**src/rtl/pwmf_pkg.sv**
```systemverilog
// Package: shared register addresses and safe-state codes for the
// PWM fault guard. Assumes a 3-bit configuration address space.
package pwmf_pkg;
    localparam int ADDR_W = 3;

    localparam logic [ADDR_W-1:0] A_POL  = 3'd0;
    localparam logic [ADDR_W-1:0] A_MASK = 3'd1;
    localparam logic [ADDR_W-1:0] A_SAFE = 3'd2;
    localparam logic [ADDR_W-1:0] A_OVR  = 3'd3;
    localparam logic [ADDR_W-1:0] A_CLR  = 3'd4;
    localparam logic [ADDR_W-1:0] A_LOCK = 3'd5;

    typedef enum logic [1:0] {
        SAFE_LOW  = 2'b00,
        SAFE_HIGH = 2'b01,
        SAFE_REL  = 2'b10,
        SAFE_REL2 = 2'b11
    } safe_code_e;

    // True for addresses guarded by the write lock.
    function automatic logic is_locked_addr(input logic [ADDR_W-1:0] a);
        return (a == A_POL) || (a == A_MASK) || (a == A_SAFE);
    endfunction
endpackage

```
**src/rtl/pwmf_regs.sv**
```systemverilog
// Module: configuration registers with write lock.
// Holds fault polarity, fault-to-channel mask, safe codes and the lock.
// Passes override and latch-clear writes through as single-cycle strobes.
// Assumes NUM_CH*NUM_FLT and 4*NUM_CH fit in DATA_W.
module pwmf_regs
    import pwmf_pkg::*;
#(
    parameter int NUM_CH  = 4,
    parameter int NUM_FLT = 8,
    parameter int DATA_W  = 32
) (
    input  logic                        clk,
    input  logic                        rst_n,
    input  logic                        cfg_we,
    input  logic [ADDR_W-1:0]           cfg_addr,
    input  logic [DATA_W-1:0]           cfg_wdata,
    output logic [NUM_FLT-1:0]          pol_q,
    output logic [NUM_CH*NUM_FLT-1:0]   mask_q,
    output logic [4*NUM_CH-1:0]         safe_q,
    output logic                        viol_q,
    output logic                        ovr_we,
    output logic                        clr_we,
    output logic [NUM_FLT-1:0]          clr_mask
);
    localparam int MASK_W = NUM_CH * NUM_FLT;
    localparam int SAFE_W = 4 * NUM_CH;

    logic lock_q;
    logic wr_locked;

    // Decode a write that targets a guarded register while locked.
    always_comb begin
        wr_locked = cfg_we && lock_q && is_locked_addr(cfg_addr);
    end

    // Strobes for the unguarded action registers.
    always_comb begin
        ovr_we   = cfg_we && (cfg_addr == A_OVR);
        clr_we   = cfg_we && (cfg_addr == A_CLR);
        clr_mask = cfg_wdata[NUM_FLT-1:0];
    end

    // Register file update with lock and violation flag.
    always_ff @(posedge clk) begin
        if (!rst_n) begin
            pol_q  <= '1;
            mask_q <= '0;
            safe_q <= '0;
            lock_q <= 1'b0;
            viol_q <= 1'b0;
        end else if (cfg_we) begin
            if (wr_locked) begin
                viol_q <= 1'b1;
            end else begin
                case (cfg_addr)
                    A_POL:  pol_q  <= cfg_wdata[NUM_FLT-1:0];
                    A_MASK: mask_q <= cfg_wdata[MASK_W-1:0];
                    A_SAFE: safe_q <= cfg_wdata[SAFE_W-1:0];
                    A_LOCK: begin
                        lock_q <= cfg_wdata[0];
                        if (cfg_wdata[1]) viol_q <= 1'b0;
                    end
                    default: ;
                endcase
            end
        end
    end


    lock_hold_chk: assert property (@(posedge clk) disable iff (!rst_n)
        (cfg_we && lock_q && is_locked_addr(cfg_addr))
        |=> ($stable(pol_q) && $stable(mask_q) && $stable(safe_q)));


    lock_flag_chk: assert property (@(posedge clk) disable iff (!rst_n)
        (cfg_we && lock_q && is_locked_addr(cfg_addr)) |=> viol_q);
endmodule

```
**src/rtl/pwmf_fault.sv**
```systemverilog
// Module: fault detection, latching and per-channel fault decision.
// The channel fault flag is combinational from the fault pins so the
// safe state needs no clock; the latch only extends it afterwards.
module pwmf_fault #(
    parameter int NUM_CH  = 4,
    parameter int NUM_FLT = 8
) (
    input  logic                        clk,
    input  logic                        rst_n,
    input  logic [NUM_FLT-1:0]          fault_in,
    input  logic [NUM_FLT-1:0]          pol_q,
    input  logic [NUM_CH*NUM_FLT-1:0]   mask_q,
    input  logic                        clr_we,
    input  logic [NUM_FLT-1:0]          clr_mask,
    output logic [NUM_FLT-1:0]          latch_q,
    output logic [NUM_CH-1:0]           ch_fault
);
    logic [NUM_FLT-1:0] raw_act;
    logic [NUM_FLT-1:0] hit;

    // Polarity-corrected fault level, merged with the latch.
    always_comb begin
        raw_act = ~(fault_in ^ pol_q);
        hit     = raw_act | latch_q;
    end

    for (genvar f = 0; f < NUM_FLT; f++) begin : g_latch
        // Set on an active fault, clear only when inactive and asked.
        always_ff @(posedge clk) begin
            if (!rst_n)
                latch_q[f] <= 1'b0;
            else if (raw_act[f])
                latch_q[f] <= 1'b1;
            else if (clr_we && clr_mask[f])
                latch_q[f] <= 1'b0;
        end


        latch_set_chk: assert property (@(posedge clk) disable iff (!rst_n)
            raw_act[f] |=> latch_q[f]);


        latch_clear_chk: assert property (@(posedge clk) disable iff (!rst_n)
            $fell(latch_q[f]) |-> $past(clr_we && clr_mask[f] && !raw_act[f]));
    end

    for (genvar c = 0; c < NUM_CH; c++) begin : g_chan
        // A channel is in fault when any routed fault is present.
        always_comb begin
            ch_fault[c] = |(hit & mask_q[c*NUM_FLT +: NUM_FLT]);
        end
    end
endmodule

```
**src/rtl/pwmf_override.sv**
```systemverilog
// Module: software override staging and application.
// Immediate-mode writes load the active override directly; boundary-mode
// writes wait in a staging register until each channel's counter wraps.
// Assumes the write data holds select bits, then value bits, then mode.
module pwmf_override #(
    parameter int NUM_CH = 4,
    parameter int DATA_W = 32
) (
    input  logic                    clk,
    input  logic                    rst_n,
    input  logic                    ovr_we,
    input  logic [DATA_W-1:0]       wdata,
    input  logic [NUM_CH-1:0]       cnt_wrap,
    output logic [2*NUM_CH-1:0]     act_sel,
    output logic [2*NUM_CH-1:0]     act_val
);
    localparam int NUM_OUT  = 2 * NUM_CH;
    localparam int MODE_BIT = 2 * NUM_OUT;

    logic [NUM_OUT-1:0] stg_sel;
    logic [NUM_OUT-1:0] stg_val;
    logic               imm_load;

    // Immediate load when the mode bit of the write is clear.
    always_comb begin
        imm_load = ovr_we && !wdata[MODE_BIT];
    end

    // Staging register captures every override write.
    always_ff @(posedge clk) begin
        if (!rst_n) begin
            stg_sel <= '0;
            stg_val <= '0;
        end else if (ovr_we) begin
            stg_sel <= wdata[NUM_OUT-1:0];
            stg_val <= wdata[2*NUM_OUT-1:NUM_OUT];
        end
    end

    for (genvar c = 0; c < NUM_CH; c++) begin : g_act
        // Active override per channel: immediate write first, then wrap copy.
        always_ff @(posedge clk) begin
            if (!rst_n) begin
                act_sel[2*c +: 2] <= '0;
                act_val[2*c +: 2] <= '0;
            end else if (imm_load) begin
                act_sel[2*c +: 2] <= wdata[2*c +: 2];
                act_val[2*c +: 2] <= wdata[NUM_OUT + 2*c +: 2];
            end else if (cnt_wrap[c]) begin
                act_sel[2*c +: 2] <= stg_sel[2*c +: 2];
                act_val[2*c +: 2] <= stg_val[2*c +: 2];
            end
        end


        sync_hold_chk: assert property (@(posedge clk) disable iff (!rst_n)
            (!cnt_wrap[c] && !imm_load)
            |=> ($stable(act_sel[2*c +: 2]) && $stable(act_val[2*c +: 2])));
    end
endmodule

```
**src/rtl/pwmf_outmux.sv**
```systemverilog
// Module: per-pin priority multiplexer.
// Fault safe state first, then software override, then raw PWM.
// A released pin has enable 0 and data 0.
module pwmf_outmux
    import pwmf_pkg::*;
#(
    parameter int NUM_CH = 4
) (
    input  logic                    clk,
    input  logic                    rst_n,
    input  logic [2*NUM_CH-1:0]     pwm_raw,
    input  logic [NUM_CH-1:0]       ch_fault,
    input  logic [4*NUM_CH-1:0]     safe_q,
    input  logic [2*NUM_CH-1:0]     act_sel,
    input  logic [2*NUM_CH-1:0]     act_val,
    output logic [2*NUM_CH-1:0]     pin_out,
    output logic [2*NUM_CH-1:0]     pin_oe
);
    localparam int NUM_OUT = 2 * NUM_CH;

    for (genvar o = 0; o < NUM_OUT; o++) begin : g_pin
        localparam int CH = o / 2;
        safe_code_e code;

        // Pick the pin level by priority.
        always_comb begin
            code = safe_code_e'(safe_q[2*o +: 2]);
            if (ch_fault[CH]) begin
                pin_out[o] = (code == SAFE_HIGH);
                pin_oe[o]  = (code == SAFE_LOW) || (code == SAFE_HIGH);
            end else if (act_sel[o]) begin
                pin_out[o] = act_val[o];
                pin_oe[o]  = 1'b1;
            end else begin
                pin_out[o] = pwm_raw[o];
                pin_oe[o]  = 1'b1;
            end
        end


        release_chk: assert property (@(posedge clk) disable iff (!rst_n)
            (ch_fault[CH] && safe_q[2*o+1]) |-> (!pin_oe[o] && !pin_out[o]));


        ovr_prio_chk: assert property (@(posedge clk) disable iff (!rst_n)
            (!ch_fault[CH] && act_sel[o]) |-> (pin_oe[o] && (pin_out[o] == act_val[o])));


        pass_chk: assert property (@(posedge clk) disable iff (!rst_n)
            (!ch_fault[CH] && !act_sel[o]) |-> (pin_oe[o] && (pin_out[o] == pwm_raw[o])));
    end
endmodule

```
**src/rtl/pwmf_guard.sv**
```systemverilog
// Module: top of the PWM fault guard.
// Wires registers, fault unit, override unit and pin multiplexer.
// Assumes DATA_W >= 4*NUM_CH+1 and DATA_W >= NUM_CH*NUM_FLT.
module pwmf_guard
    import pwmf_pkg::*;
#(
    parameter int NUM_CH  = 4,
    parameter int NUM_FLT = 8,
    parameter int DATA_W  = 32
) (
    input  logic                    clk,
    input  logic                    rst_n,
    input  logic [NUM_CH-1:0]       pwm_h,
    input  logic [NUM_CH-1:0]       pwm_l,
    input  logic [NUM_CH-1:0]       cnt_wrap,
    input  logic [NUM_FLT-1:0]      fault_in,
    input  logic                    cfg_we,
    input  logic [2:0]              cfg_addr,
    input  logic [DATA_W-1:0]       cfg_wdata,
    output logic [2*NUM_CH-1:0]     pin_out,
    output logic [2*NUM_CH-1:0]     pin_oe,
    output logic [NUM_FLT-1:0]      fault_latched,
    output logic                    wp_viol
);
    localparam int NUM_OUT = 2 * NUM_CH;

    logic [NUM_FLT-1:0]         pol_q;
    logic [NUM_CH*NUM_FLT-1:0]  mask_q;
    logic [2*NUM_OUT-1:0]       safe_q;
    logic                       ovr_we;
    logic                       clr_we;
    logic [NUM_FLT-1:0]         clr_mask;
    logic [NUM_CH-1:0]          ch_fault;
    logic [NUM_OUT-1:0]         act_sel;
    logic [NUM_OUT-1:0]         act_val;
    logic [NUM_OUT-1:0]         pwm_raw;

    for (genvar c = 0; c < NUM_CH; c++) begin : g_raw
        // Interleave high and low sides into pin order.
        always_comb begin
            pwm_raw[2*c]   = pwm_h[c];
            pwm_raw[2*c+1] = pwm_l[c];
        end
    end

    pwmf_regs #(.NUM_CH(NUM_CH), .NUM_FLT(NUM_FLT), .DATA_W(DATA_W)) u_regs (
        .clk(clk), .rst_n(rst_n), .cfg_we(cfg_we), .cfg_addr(cfg_addr),
        .cfg_wdata(cfg_wdata), .pol_q(pol_q), .mask_q(mask_q), .safe_q(safe_q),
        .viol_q(wp_viol), .ovr_we(ovr_we), .clr_we(clr_we), .clr_mask(clr_mask)
    );

    pwmf_fault #(.NUM_CH(NUM_CH), .NUM_FLT(NUM_FLT)) u_fault (
        .clk(clk), .rst_n(rst_n), .fault_in(fault_in), .pol_q(pol_q),
        .mask_q(mask_q), .clr_we(clr_we), .clr_mask(clr_mask),
        .latch_q(fault_latched), .ch_fault(ch_fault)
    );

    pwmf_override #(.NUM_CH(NUM_CH), .DATA_W(DATA_W)) u_ovr (
        .clk(clk), .rst_n(rst_n), .ovr_we(ovr_we), .wdata(cfg_wdata),
        .cnt_wrap(cnt_wrap), .act_sel(act_sel), .act_val(act_val)
    );

    pwmf_outmux #(.NUM_CH(NUM_CH)) u_mux (
        .clk(clk), .rst_n(rst_n), .pwm_raw(pwm_raw), .ch_fault(ch_fault),
        .safe_q(safe_q), .act_sel(act_sel), .act_val(act_val),
        .pin_out(pin_out), .pin_oe(pin_oe)
    );
endmodule

```
**config.mk**
```make
export PLATFORM = sky130hd
export DESIGN_NAME = pwmf_guard
export DESIGN_NICKNAME = d
export VERILOG_FILES = /design/src/rtl/pwmf_pkg.sv /design/src/rtl/pwmf_regs.sv /design/src/rtl/pwmf_fault.sv /design/src/rtl/pwmf_override.sv /design/src/rtl/pwmf_outmux.sv /design/src/rtl/pwmf_guard.sv
export SDC_FILE = /design/constraint.sdc
export NUM_CORES = 1
export LEC_CHECK = 0
export ABC_AREA = 1
export BUFFER_PORTS_ARGS = -buffer_cell sky130_fd_sc_hd__buf_2
export CAP_MARGIN = 20
export CORE_MARGIN = 2
export CORE_UTILIZATION = 50
export CTS_BUF_LIST = sky130_fd_sc_hd__clkbuf_16
export DETAILED_ROUTE_END_ITERATION = 12
export PLACE_DENSITY_LB_ADDON = 0.3
export SETUP_SLACK_MARGIN = 0.5
export SKIP_CTS_REPAIR_TIMING = 1
export SYNTH_ARGS = -nofsm -noshare
export SYNTH_HDL_FRONTEND = slang
export SYNTH_SLANG_ARGS = --single-unit
export TNS_END_PERCENT = 10
```
**constraint.sdc**
```tcl
create_clock -name clk -period 1.35 [get_ports clk]
set_input_delay 0.27 -clock clk [delete_from_list [all_inputs] [get_ports clk]]
set_output_delay 0.27 -clock clk [all_outputs]
set_load 0.01 [all_outputs]
```
# After elaboration in Yosys (flattened, before gate mapping)
# Cells that the tools add are included.
# classes
n_eq_ne	13
muxes	59
bitwise	8
n_reduce_logical	56
# ops
op	count
1-bit two-way mux	43
8-bit AND	4
2-bit two-way mux	16
8-bit OR reduction	4
2-bit nonzero test	14
2-bit by 1-bit == test with 1-bit output, second input constant	8
2-bit logical NOT	8
3-bit AND reduction	5
1-bit logical AND	13
1-bit logical OR	10
8-bit inverter	1
8-bit OR	1
8-bit bitwise XOR	1
3-bit by 2-bit == test with 1-bit output, second input constant	2
3-bit == test, second input constant	2
3-bit by 1-bit == test with 1-bit output, second input constant	1
3-bit logical NOT	1
1-bit logical NOT	1
1-bit inverter	1
# totals
register_bits	98
in_bits	58
output_inout_bits	25
word_cells	159

# Depth between registers and ports, before layout
# logic_depth
ltp_word	6
depth_mapped	9
ltp_nobuf	9

# Cells and area by module
# A second synthesis with hierarchy kept.
# unflattened
cells_unflattened	774
hier_area_um2	4987.3
# by_module_without_submodules
module	n_inst	cells_each	area_per_inst_um2	seq_area_each_um2
pwmf_regs	1	366	2471.1	1161.1
pwmf_override	1	202	1431.4	640.6
pwmf_fault	1	130	759.5	160.2
pwmf_outmux	1	76	325.3	0.0

# Worst setup path before layout
# Ideal clock, no wire load.
# synth_timing
path_type	register to output
start	register u_regs.pol_q[1]
end	output port pin_out[0]
t_arrival_ns	1.061
required_ns	1.080
slack_ns	0.019
path_stages_with_launch	10
path_buffers	0
cell_sequence	dfxtp_1 -> inv_1 -> nand2_1 -> nand3_1 -> nand2_1 -> nand2_1 -> nor2_1 -> nand2_1 -> nand2_1 -> nand2_1
# synth_between
elab_chain_len	6
# synth_rtl
element	line	source
start: declaration	pwmf_regs.sv:17	output logic [NUM_FLT-1:0] pol_q,
start signal: assignment	pwmf_regs.sv:56	A_POL: pol_q <= cfg_wdata[NUM_FLT-1:0];
8-bit bitwise XOR	pwmf_fault.sv:23	raw_act = ~(fault_in ^ pol_q);
8-bit inverter	pwmf_fault.sv:23	
8-bit OR	pwmf_fault.sv:24	hit = raw_act | latch_q;
8-bit AND	pwmf_fault.sv:50	ch_fault[c] = |(hit & mask_q[c*NUM_FLT +: NUM_FLT]);
8-bit OR reduction	pwmf_fault.sv:50	
1-bit two-way mux	pwmf_outmux.sv:28	if (ch_fault[CH]) begin
end: declaration	pwmf_guard.sv:20	output logic [2*NUM_CH-1:0] pin_out,
# No other way between the ends.

# Final worst setup path
# layout_timing
start	register u_regs.pol_q[5]
end	output port pin_out[0]
# Same word-level chain as after synthesis.

==> results by stage <==
Outcome:
- The run finished, with violations left.
- The final reports fail on setup timing.

Critical path:
- The type of the worst setup path is register to output pin.
- The worst flop-to-flop path endpoint is u_regs.mask_q[16]$_SDFFE_PN0P_.
- The largest individual stage delay along the critical path comes from the cell sky130_fd_sc_hd__dfxtp_2.
- The worst setup path is captured at an output pin.
- The combined buffer and inverter count along the critical path is 2.
- The category of the worst setup path launch point is a register.
- The launch instance of the worst register-to-register path is u_regs.lock_q$_SDFFE_PN0P_.
- The arrival time at the worst endpoint is approximately 1800 ps.
- Traced cell by cell, the critical path runs through inv_2 > nand2_2 > nand3b_1 > nand2_1 > nand2_2 > nor2_4 > nand2_2 > nand2_1 > nand2_1 > buf_2.
- For the worst flop-to-flop path, the logic depth is 6.
- The family with the most delay on the worst path is simple AND/OR/NAND/NOR gates.
- In this run the worst path has a maximum fanout of 5.
- The internal reg-to-reg setup slack is roughly 130 ps.
- The timing startpoint of the critical path is u_regs.pol_q[5]$_SDFFE_PN1P_.
- On the worst path, the slowest cell contributes a delay of ~340 ps.
- The worst endpoint required time is between 1000 and 1500 ps.

Timing:
- Setup violations remaining at the end of the flow were counted as 16.
- The largest clock skew in the final design is 6.40 ps.
- Timing would allow up to 492 MHz.
- The setup slack after layout is -684 ps.
- The slew at the pin closest to its max-slew limit is roughly 370 ps.
- The final critical delay including setup and external delays is 2030 ps.
- The number of max-slew violations in the final report is 0.
- Headroom to the max-slew limit came out at 0.756.
- The hold slack is 163 ps.
- The final period utilization is 1.51.
- Setup repair after global routing could not meet its margin everywhere.
- The number of failing hold endpoints at the final stage is 0.

Clock tree:
- CTS built an H-tree with a depth of 3.
- CTS placed an instance of sky130_fd_sc_hd__clkbuf_16 at the clock tree root.
- The clock slew at the register clock pins of the worst setup and hold paths is ~70 ps.
- The latest clock arrival within the worst-skew pair is around 350 ps.
- The number of sinks driven by the clock tree is between 90 and 100.
- The CTS tree is done.
- The number of buffers on the longest clock path is 2.
- The number of clock buffers added by TritonCTS is 9.

Route:
- For this block, the routed nets add up to 13400 um of wire.
- Dividing the detail-routed wire length by the instance count gives ~17 um.
- The first routing iteration left 272 violations.
- The final routed DRC violation total is 0.
- The antenna violation net count after detailed routing is 0.
- Before antenna repair, the detailed router went through 5 iterations.
- The number of vias per cell is between 5 and 6.
- Summing over every cut layer, the via total after detailed routing is 4560.

Min path:
- Counting instances, the worst hold path has a depth of 3.
- The path class of the tightest hold or removal check is input port to register.
- The worst hold path terminates at u_regs.mask_q[29]$_SDFFE_PN0P_.
- The startpoint identified for the worst hold timing path is cfg_wdata[29].

Logic synthesis:
- Of the post-synthesis cell area, the dominant cell type holds 0.462.
- The number of flops mapped to enable cells by yosys is 0.
- The warning count from the yosys run is 0.
- The cell type with the largest total area after synthesis is sky130_fd_sc_hd__dfxtp_1.
- Yosys mapped the design onto 24 distinct sky130hd cell types.
- Sorting the synthesized cells by area gives the leading types as sky130_fd_sc_hd__dfxtp_1 (46%), sky130_fd_sc_hd__nand2_1 (10%), sky130_fd_sc_hd__o21ai_0 (9.2%).
- In the synthesized netlist the dominant register cell turns out to be sky130_fd_sc_hd__dfxtp_1.
- Sorting the synthesized cells by how often they occur yields sky130_fd_sc_hd__nand2_1 (117), sky130_fd_sc_hd__dfxtp_1 (98), sky130_fd_sc_hd__nor2_1 (91), sky130_fd_sc_hd__o21ai_0 (78), sky130_fd_sc_hd__inv_1 (51).
- Counting every instance in the synthesized netlist gives ~600.
- The synthesized area is around 0.0042 sq mm.
- The sequential fraction of the synthesis area is 0.462.
- The synthesized area per cell is a little over 7 sq um.
- The count of state elements after synthesis is 98.
- The most repeated cell in the gate-level netlist after synthesis is sky130_fd_sc_hd__nand2_1.
- The async set-or-reset flop fraction in the synthesized netlist is 0.
- The number of nets in the synthesized netlist is between 600 and 700.

Finish:
- At the end of the flow the core is filled with cells to 0.763.
- In the final layout, flip-flops and latches occupy between 0.0015 and 0.002 sq mm.
- Of the cells placed in the final design, the portion with a size suffix greater than 1 is 0.483.
- The layout overhead on the synthesized area is 47.7%.
- The multi-input logic area is 0.00271 sq mm.
- The number of inserted diodes is 0.
- The final net count is approximately 750.
- The number of fill cells is between 500 and 600.

Global routing:
- The maximum number of pins on one net before global-route repair is 44.
- The first global-routing pass estimated between 15000 and 20000 um of wire.
- The via count of the first global-routing pass is a little over 4000.
- Summed over all layers, the global routing overflow is 0.
- In the global route stage, overall resource usage came out at 0.271.
- The number of antenna violations at the first check in global routing is 0.

Die:
- The x dimension of the die is between 90 and 100 um.
- The number of standard-cell rows in the floorplan is 33.
- The die extent in y is between 90 and 100 um.
- The die covers a little over 0.009 sq mm.
- After floorplanning, the core was sized to cover about 0.0082 sq mm.
- The number of top-level design ports is 83.
- The initial utilization of the core area, before any placement, comes to 0.517.

Placed design:
- Prior to clock tree synthesis, the placed netlist has a worst setup slack of -404 ps.
- The weighted congestion reported at the end of routability-driven placement is between 0.8 and 0.9.
- The count of buffers inserted at the top-level ports is 82.
- The final HPWL from detailed placement is about 8500 um.

Power:
- In this run the power density over the cells is around 1100 mW/mm^2.
- Summed over all cells, the static leakage comes to approximately 2.6 nW.
- The worst-case IR drop observed on VDD is between 700 and 800 uV.
- The total design power is between 6 and 7 mW.

Run:
- Across the run, the number of max-cap violations was 0.
[metrics by stage]
stage | std cells | area [sq um] | TNS (ps)
global placement | 783 | 5030 | -5100
CTS | 799 | 5350 | -10290
floorplan | 589 | 4310 | 0
global route | 800 | 6270 | -11380
detailed placement | 783 | 5030 | -5580
finish | 800 | 6270 | -10050
[kinds of logic after synthesis]
kind of cell	Yosys count	share of synthesized area
mux	8	0.0212
simple gates	258	0.252
compound gates	143	0.180
buf+inv	82	0.0840
flops	98	0.462
[layer usage]
metal	wire, um	global-route usage	vias to the layer above
li1	-	-	2154
met4	516	0.105	0
met5	0	0	-
met2	6770	0.463	172
met1	5380	0.341	2188
met3	731	0.0439	46
[flip-flops by register name, summed over array words and instances (netlist names)]
name,flops
u_ovr.act_sel,8
u_ovr.act_val,8
u_regs.lock_q,1
u_regs.viol_q,1
u_regs.pol_q,8
u_fault.latch_q,8
u_ovr.stg_sel,8
u_regs.mask_q,32
u_ovr.stg_val,8
u_regs.safe_q,16
[placed cells by master, fill, tap and decap left out, types with 2 or more instances in the layout]
| master | netlist | layout |
|---|---|---|
| sky130_fd_sc_hd__a21oi_1 | 37 | 22 |
| sky130_fd_sc_hd__a21oi_2 | 0 | 15 |
| sky130_fd_sc_hd__a31oi_1 | 16 | 15 |
| sky130_fd_sc_hd__a41oi_2 | 0 | 7 |
| sky130_fd_sc_hd__buf_12 | 0 | 6 |
| sky130_fd_sc_hd__buf_2 | 8 | 69 |
| sky130_fd_sc_hd__buf_4 | 0 | 17 |
| sky130_fd_sc_hd__buf_6 | 5 | 21 |
| sky130_fd_sc_hd__buf_8 | 0 | 3 |
| sky130_fd_sc_hd__bufinv_16 | 0 | 2 |
| sky130_fd_sc_hd__clkbuf_16 | 0 | 9 |
| sky130_fd_sc_hd__clkinv_1 | 2 | 2 |
| sky130_fd_sc_hd__clkinv_2 | 0 | 3 |
| sky130_fd_sc_hd__dfxtp_1 | 98 | 80 |
| sky130_fd_sc_hd__dfxtp_2 | 0 | 17 |
| sky130_fd_sc_hd__inv_1 | 51 | 40 |
| sky130_fd_sc_hd__inv_2 | 2 | 9 |
| sky130_fd_sc_hd__inv_4 | 0 | 3 |
| sky130_fd_sc_hd__mux2_2 | 8 | 8 |
| sky130_fd_sc_hd__nand2_1 | 117 | 88 |
| sky130_fd_sc_hd__nand2_2 | 2 | 25 |
| sky130_fd_sc_hd__nand2_4 | 0 | 6 |
| sky130_fd_sc_hd__nand3_1 | 40 | 19 |
| sky130_fd_sc_hd__nand3_2 | 1 | 16 |
| sky130_fd_sc_hd__nand3_4 | 0 | 6 |
| sky130_fd_sc_hd__nand3b_1 | 3 | 3 |
| sky130_fd_sc_hd__nor2_1 | 91 | 54 |
| sky130_fd_sc_hd__nor2_2 | 1 | 18 |
| sky130_fd_sc_hd__nor2_4 | 1 | 21 |
| sky130_fd_sc_hd__o21ai_0 | 78 | 18 |
| sky130_fd_sc_hd__o21ai_1 | 4 | 16 |
| sky130_fd_sc_hd__o21ai_2 | 0 | 42 |
| sky130_fd_sc_hd__o21ai_4 | 0 | 6 |
[cell type report]
type | instances | area share
well taps | 105 | 0.0210
flip-flops and latches | 98 | 0.317
clock buffers | 9 | 0.0359
clock inverters | 7 | 0.0148
multi-input cells | 409 | 0.433
repair buffers | 117 | 0.144
inverters | 55 | 0.0347
[worst reg2reg max path, stage by stage (launching register included)]
cell                      delay (ps)
sky130_fd_sc_hd__dfxtp_4         370
sky130_fd_sc_hd__inv_4            70
sky130_fd_sc_hd__nand3_4         140
sky130_fd_sc_hd__inv_4           130
sky130_fd_sc_hd__buf_16          230
sky130_fd_sc_hd__o21ai_1         100
sky130_fd_sc_hd__a21oi_1         130
[how the worst max path moves through the flow]
stage                             to  slack, ps  cells past startpoint
after floorplan           pin_out[0]         80                      7
after global placement    pin_out[4]       -390                     11
after detailed placement  pin_out[5]       -400                     10
after CTS                 pin_out[5]       -700                     10
after global routing      pin_out[5]       -770                     10
final                     pin_out[0]       -680                     10
[where the power goes]
part	internal (mW)	total, mW	leakage, nW	switching, mW
combinational	0.462	1.11	1.68	0.648
sequential	3.00	3.09	0.797	0.0817
clock	1.62	2.77	0.160	1.15
total	5.09	6.97	2.64	1.88
No activity file was read; power rests on OpenSTA's default activity.
